### config.mk
export PLATFORM = sky130hd
export DESIGN_NAME = seg_priv_check
export DESIGN_NICKNAME = d
export VERILOG_FILES = /design/src/rtl/segchk_pkg.sv /design/src/rtl/segchk_direct.sv /design/src/rtl/segchk_gate.sv /design/src/rtl/segchk_limit.sv /design/src/rtl/seg_priv_check.sv
export SDC_FILE = /design/constraint.sdc
export NUM_CORES = 1
export LEC_CHECK = 0
export BUFFER_PORTS_ARGS = -buffer_cell sky130_fd_sc_hd__buf_2
export CORE_MARGIN = 4
export CORE_UTILIZATION = 28
export CTS_BUF_LIST = sky130_fd_sc_hd__clkbuf_8
export DETAILED_ROUTE_END_ITERATION = 7
export PLACE_DENSITY_LB_ADDON = 0.1
export SYNTH_ARGS = -nofsm -noshare
export SYNTH_HDL_FRONTEND = slang
export SYNTH_SLANG_ARGS = --single-unit
### constraint.sdc
create_clock -name clk -period 5.8 [get_ports clk]
set_input_delay 0 -clock clk [delete_from_list [all_inputs] [get_ports clk]]
set_output_delay 0 -clock clk [all_outputs]
set_load 0.01 [all_outputs]
### src/rtl/segchk_pkg.sv
// Shared encodings for the segment privilege check unit.
// Assumes privilege levels are two bits, 0 most trusted.
package segchk_pkg;
    typedef logic [1:0] plvl_t;

    typedef enum logic [1:0] {
        RK_DATA_LOAD = 2'd0,
        RK_NEAR      = 2'd1,
        RK_FAR_JMP   = 2'd2,
        RK_FAR_CALL  = 2'd3
    } req_kind_e;

    typedef enum logic [1:0] {
        TK_DATA      = 2'd0,
        TK_CODE      = 2'd1,
        TK_CALL_GATE = 2'd2,
        TK_SYSTEM    = 2'd3
    } tgt_kind_e;

    typedef enum logic [1:0] {
        FC_NONE = 2'd0,
        FC_GP   = 2'd1,
        FC_NP   = 2'd2
    } fault_e;

    typedef struct packed {
        logic  ok;
        plvl_t new_cpl;
    } verdict_t;

    function automatic plvl_t pl_max(plvl_t a, plvl_t b);
        return (a > b) ? a : b;
    endfunction
endpackage

### src/rtl/segchk_direct.sv
// Privilege and type judgement for data-segment loads and for far
// transfers that name a code descriptor directly. Purely combinational.
// Assumes the caller only uses the result for those request kinds.
module segchk_direct
    import segchk_pkg::*;
(
    input  req_kind_e  kind,
    input  plvl_t      cpl,
    input  plvl_t      rpl,
    input  tgt_kind_e  tk,
    input  plvl_t      dpl,
    input  logic       conf,
    output verdict_t   verdict
);
    plvl_t eff_lvl;

    // Judge data loads by effective level and code targets by ring match.
    always_comb begin
        eff_lvl         = pl_max(cpl, rpl);
        verdict.ok      = 1'b0;
        verdict.new_cpl = cpl;
        if (kind == RK_DATA_LOAD) begin
            verdict.ok = (tk == TK_DATA) && (dpl >= eff_lvl);
        end else if (tk == TK_CODE) begin
            verdict.ok = conf ? (dpl <= cpl) : (dpl == cpl);
        end
    end
endmodule

### src/rtl/segchk_gate.sv
// Four-level judgement for far transfers through a call gate.
// Only a call may move to a more trusted ring; a jump keeps its ring.
// Assumes the gate level arrives as gate_dpl and the destination code
// segment's level and conforming flag as code_dpl / code_conf.
module segchk_gate
    import segchk_pkg::*;
(
    input  logic     is_call,
    input  plvl_t    cpl,
    input  plvl_t    rpl,
    input  plvl_t    gate_dpl,
    input  plvl_t    code_dpl,
    input  logic     code_conf,
    output verdict_t verdict
);
    logic gate_open;
    logic dest_ok;

    // Gate access first, then destination ring and transfer kind.
    always_comb begin
        gate_open       = gate_dpl >= pl_max(cpl, rpl);
        dest_ok         = 1'b0;
        verdict.new_cpl = cpl;
        if (code_dpl <= cpl) begin
            if (code_conf || code_dpl == cpl) begin
                dest_ok = 1'b1;
            end else if (is_call) begin
                dest_ok         = 1'b1;
                verdict.new_cpl = code_dpl;
            end
        end
        verdict.ok = gate_open && dest_ok;
        if (!verdict.ok) begin
            verdict.new_cpl = cpl;
        end
    end
endmodule

### src/rtl/segchk_limit.sv
// Near-transfer check: destination offset against the cached,
// inclusive code-segment limit. Combinational.
module segchk_limit #(
    parameter int OFF_W = 32
) (
    input  logic [OFF_W-1:0] offset,
    input  logic [OFF_W-1:0] limit,
    output logic             in_range
);
    // Inclusive upper bound compare.
    always_comb begin
        in_range = (offset <= limit);
    end
endmodule

### src/rtl/seg_priv_check.sv
// Segment privilege check unit, top level. Picks the judgement for the
// request kind, applies the present check after privilege and type,
// and registers the verdict one clock after the request strobe.
// Assumes descriptors arrive decoded and at most one request per cycle.
module seg_priv_check
    import segchk_pkg::*;
#(
    parameter int OFF_W = 32
) (
    input  logic             clk,
    input  logic             rst_n,
    input  logic             req_valid,
    input  logic [1:0]       req_kind,
    input  logic [1:0]       cur_cpl,
    input  logic [1:0]       sel_rpl,
    input  logic [1:0]       tgt_kind,
    input  logic [1:0]       tgt_dpl,
    input  logic             tgt_conf,
    input  logic             tgt_present,
    input  logic [1:0]       gate_code_dpl,
    input  logic             gate_code_conf,
    input  logic [OFF_W-1:0] near_offset,
    input  logic [OFF_W-1:0] cs_limit,
    output logic             rsp_valid,
    output logic             rsp_permit,
    output logic [1:0]       rsp_fault,
    output logic [1:0]       rsp_new_cpl
);
    req_kind_e kind;
    tgt_kind_e tk;
    verdict_t  v_direct;
    verdict_t  v_gate;
    logic      near_ok;
    logic      priv_ok;
    fault_e    fault_d;
    plvl_t     cpl_d;

    assign kind = req_kind_e'(req_kind);
    assign tk   = tgt_kind_e'(tgt_kind);

    segchk_direct u_direct (
        .kind    (kind),
        .cpl     (cur_cpl),
        .rpl     (sel_rpl),
        .tk      (tk),
        .dpl     (tgt_dpl),
        .conf    (tgt_conf),
        .verdict (v_direct)
    );

    segchk_gate u_gate (
        .is_call   (kind == RK_FAR_CALL),
        .cpl       (cur_cpl),
        .rpl       (sel_rpl),
        .gate_dpl  (tgt_dpl),
        .code_dpl  (gate_code_dpl),
        .code_conf (gate_code_conf),
        .verdict   (v_gate)
    );

    segchk_limit #(.OFF_W(OFF_W)) u_limit (
        .offset   (near_offset),
        .limit    (cs_limit),
        .in_range (near_ok)
    );

    // Select the judgement, then rank GP ahead of not-present.
    always_comb begin
        cpl_d = cur_cpl;
        if (kind == RK_NEAR) begin
            priv_ok = near_ok;
        end else if (kind != RK_DATA_LOAD && tk == TK_CALL_GATE) begin
            priv_ok = v_gate.ok;
            cpl_d   = v_gate.new_cpl;
        end else begin
            priv_ok = v_direct.ok;
        end
        if (!priv_ok) begin
            fault_d = FC_GP;
            cpl_d   = cur_cpl;
        end else if (kind != RK_NEAR && !tgt_present) begin
            fault_d = FC_NP;
            cpl_d   = cur_cpl;
        end else begin
            fault_d = FC_NONE;
        end
    end

    // Register the verdict one clock after the strobe.
    always_ff @(posedge clk) begin
        if (!rst_n) begin
            rsp_valid   <= 1'b0;
            rsp_permit  <= 1'b0;
            rsp_fault   <= FC_NONE;
            rsp_new_cpl <= '0;
        end else begin
            rsp_valid <= req_valid;
            if (req_valid) begin
                rsp_permit  <= (fault_d == FC_NONE);
                rsp_fault   <= fault_d;
                rsp_new_cpl <= cpl_d;
            end
        end
    end

    AST_RSP_FOLLOWS_REQ: assert property (@(posedge clk) disable iff (!rst_n)
        req_valid |=> rsp_valid) else $error("AST_RSP_FOLLOWS_REQ");

    AST_NO_STALE_RSP: assert property (@(posedge clk) disable iff (!rst_n)
        !req_valid |=> !rsp_valid) else $error("AST_NO_STALE_RSP");

    AST_PERMIT_MATCHES_CLASS: assert property (@(posedge clk) disable iff (!rst_n)
        rsp_valid |-> (rsp_permit == (rsp_fault == FC_NONE))) else $error("AST_PERMIT_MATCHES_CLASS");

    AST_RING_NEVER_WEAKENS: assert property (@(posedge clk) disable iff (!rst_n)
        rsp_valid |-> (rsp_new_cpl <= $past(cur_cpl))) else $error("AST_RING_NEVER_WEAKENS");

    AST_NEAR_NEVER_NP: assert property (@(posedge clk) disable iff (!rst_n)
        (rsp_valid && $past(req_kind) == RK_NEAR) |-> (rsp_fault != FC_NP)) else $error("AST_NEAR_NEVER_NP");

    AST_JMP_KEEPS_RING: assert property (@(posedge clk) disable iff (!rst_n)
        (rsp_valid && $past(req_kind) == RK_FAR_JMP) |-> (rsp_new_cpl == $past(cur_cpl))) else $error("AST_JMP_KEEPS_RING");

    AST_NP_NEEDS_ABSENT: assert property (@(posedge clk) disable iff (!rst_n)
        (rsp_valid && rsp_fault == FC_NP) |-> !$past(tgt_present)) else $error("AST_NP_NEEDS_ABSENT");
endmodule

==> impl_metrics.py <==
metrics = {
    "cts": {
        "cts_tree": "yes",
        "path_clk_slew_ps": 40,
        "cts_setup_buffers": 0,
        "cts_buffers": 3,
        "clk_latency_ps": 220,
        "hold_buffers": 0,
        "root_buffer": "clkbuf_8",
        "htree_levels": 1,
        "cts_sinks": 6,
        "cts_buffer_depth": 2,
        "cts_resized": 0,
    },
    "die": {
        "ioPinCount": 88,
        "die_h_um": 78.2,
        "start_util": 0.291,
        "rows": 25,
        "core_sq_mm": 0.00475,
        "die_w_um": 78.2,
        "die_area_sq_mm": 0.00612,
    },
    "sta": {
        "max_freq_ghz": 0.484,
        "finalCriticalPeriod_ps": 2070,
        "setup_violations": 0,
        "tightestPinTransition_ps": 392,
        "final_min_period_over_clock_period": 0.356,
        "drv_slew": 0,
        "rsz0062_at_grt": "false",
        "finalClockSkew_ps": 0,
        "slew_headroom": 0.732,
        "tns_ps": 0,
        "report.final.hold_viol_count": 0,
    },
    "critical_path": {
        "endpoint_kind": "flop",
        "cpLargestDelayFamily": "compound AO/OA/AOI/OAI gates",
        "cp_cell_sequence": "buf_2 -> inv_1 -> ha_1 -> nor2_1 -> a211oi_1 -> a211oi_1 -> ha_1 -> nand2b_1 -> a21oi_1 -> nor4_1 -> o221ai_1 -> a32oi_1 -> a31o_1",
        "worst_r2r_endpoint": "rsp_permit",
        "crit_path_max_incr_delay_ps": 320,
        "r2r-start": "rsp_permit",
        "start_kind": "primary input",
        "cp_num_buf_inv": 2,
        "r2r_setup_slack_ps": 5120,
        "crit_type": "primary input to flop",
        "arrival_ps": 2180,
        "cp.required_ps": 5910,
        "crit_slowest_cell": "ha_1",
        "cp_max_fo": 5,
        "r2r_cells": 3,
    },
    "yosys": {
        "ys.flop_type": "dfxtp_1",
        "mappedNetlistNets": 307,
        "ys_ff_latch": 6,
        "netlist_instances": 184,
        "syn_area_per_cell_sq_um": 7.51,
        "async_flop_share": 0,
        "syn_area_sq_mm": 0.00138,
        "synth-edff-count": 0,
        "yosysSeqAreaShare": 0.0870,
        "synth.distinct_cells": 32,
        "yosys_warnings": 0,
    },
    "worst_hold_path": {
        "hp-start": "rst_n",
        "hold_path_end": "rsp_valid",
        "min_path_cells": 2,
        "hold_path_class": "primary input to flop",
    },
    "finish": {
        "diodes": 0,
        "most-common-layout-cells": "buf_2 (87), inv_1 (42), ha_1 (41)",
        "syn_to_final_growth_pct": 40.3,
        "fin_nets": 398,
        "drive_gt1_frac": 0.352,
        "final_common_cell": "buf_2",
        "layout.cells.non_filler": 340,
    },
    "placed_design": {
        "gp_congestion": 0.756,
        "placed_cells": 337,
        "place.port_buffers": 87,
        "hpwlAfterDp_mm": 3.30,
    },
    "drt": {
        "ant_nets": 0,
        "num_vias": 1500,
        "first_pass_iters": 4,
        "wl_met3_um": 244,
        "drt_first_iter_violations": 29,
        "route.layer.met1.wl_mm": 1.63,
        "drc_errors": 0,
        "wl_mm": 3.55,
        "wl_per_cell_um": 10.4,
        "avgViaCountPerCell": 4.41,
        "wl_met2_mm": 1.68,
        "top_layer": "met3",
    },
    "run": {
        "maxCapViolCount": 0,
    },
    "grt": {
        "gr-total-overflow": 0,
        "grt_max_degree": 11,
        "grt_pass1_vias": 1513,
        "antenna_found_initial": 0,
        "grtUsageTotal": 0.115,
        "grt_pass1_wl_mm": 6.07,
    },
    "power": {
        "peakVddDrop_v": 0.0000525,
        "cellLeakagePower_nw": 1.14,
        "p_per_area_mw_per_mm2": 111,
        "power_mw": 0.216,
    },
    "run_status": {
        "outcome": "finished clean",
    },
}
[layout make-up]
cell class,count,area (sq um)
repair buffers,87,435
fillers,533,2820
flip-flops and latches,6,120
clock buffers,3,41.3
inverters,42,158
multi-input cells,135,1100
well taps,67,83.8
[state kept, by name, summed over array words and instances, names as in the netlist]
register,cells
rsp_fault,2
rsp_new_cpl,2
rsp_permit,1
rsp_valid,1
[through the flow]
| step | area, sq um | util | hold slack (ps) | setup slack, ps |
|---|---|---|---|---|
| after floorplan | 1380 | - | 127 | 3870 |
| after global placement | 1900 | 0.399 | 250 | 3550 |
| after detailed placement | 1900 | 0.399 | 257 | 3500 |
| after CTS | 1940 | 0.408 | 28.6 | 3720 |
| after global routing | 1940 | 0.408 | 47.3 | 3470 |
| final | 1940 | 0.408 | 29.7 | 3730 |
[report_power, final]
group	leakage, nW	total, mW	internal (mW)	switching [mW]
registers	0.0496	0.0453	0.0442	0.00104
clock network	0.0216	0.0616	0.0445	0.0171
logic	1.07	0.109	0.0544	0.0547
[routing by layer]
metal  vias up  GRT usage
li1        831          -
met1       618      0.142
met2        51      0.212
met3         0     0.0218
met4         0     0.0105
met5         -          0
[worst max-delay path by stage]
| stage | start | cells past startpoint | endpoint |
|---|---|---|---|
| after detailed placement | cur_cpl[0] | 13 | rsp_permit |
| after global placement | cur_cpl[0] | 13 | rsp_permit |
| final | cur_cpl[0] | 13 | rsp_permit |
| after global routing | cur_cpl[0] | 13 | rsp_new_cpl[0] |
| after CTS | cur_cpl[0] | 13 | rsp_permit |
| after floorplan | cur_cpl[0] | 12 | rsp_permit |
[kinds of logic (layout without fill, tap and decap cells)]
kind of cell,after synthesis,in the layout,share of synthesized area
simple gates,50,50,0.216
flops,6,6,0.0870
buf+inv,43,132,0.117
mux,2,2,0.0145
compound gates,42,42,0.195
fa+ha+maj,41,41,0.371
[Yosys cell counts, types with 2 or more instances]
library cell	count	area share
a211oi_1	5	0.027
a21o_1	2	0.011
a21oi_1	16	0.058
a32oi_1	2	0.013
dfxtp_1	6	0.087
ha_1	41	0.37
inv_1	42	0.11
mux2i_1	2	0.014
nand2_1	8	0.022
nand2b_1	3	0.014
nand3_1	5	0.018
nand4_1	5	0.023
nor2_1	12	0.033
nor2b_1	4	0.018
nor3_1	2	0.0072
nor4_1	4	0.018
o211ai_1	2	0.011
o21ai_0	9	0.033
Note: power is estimated with default switching activity, not from simulation.
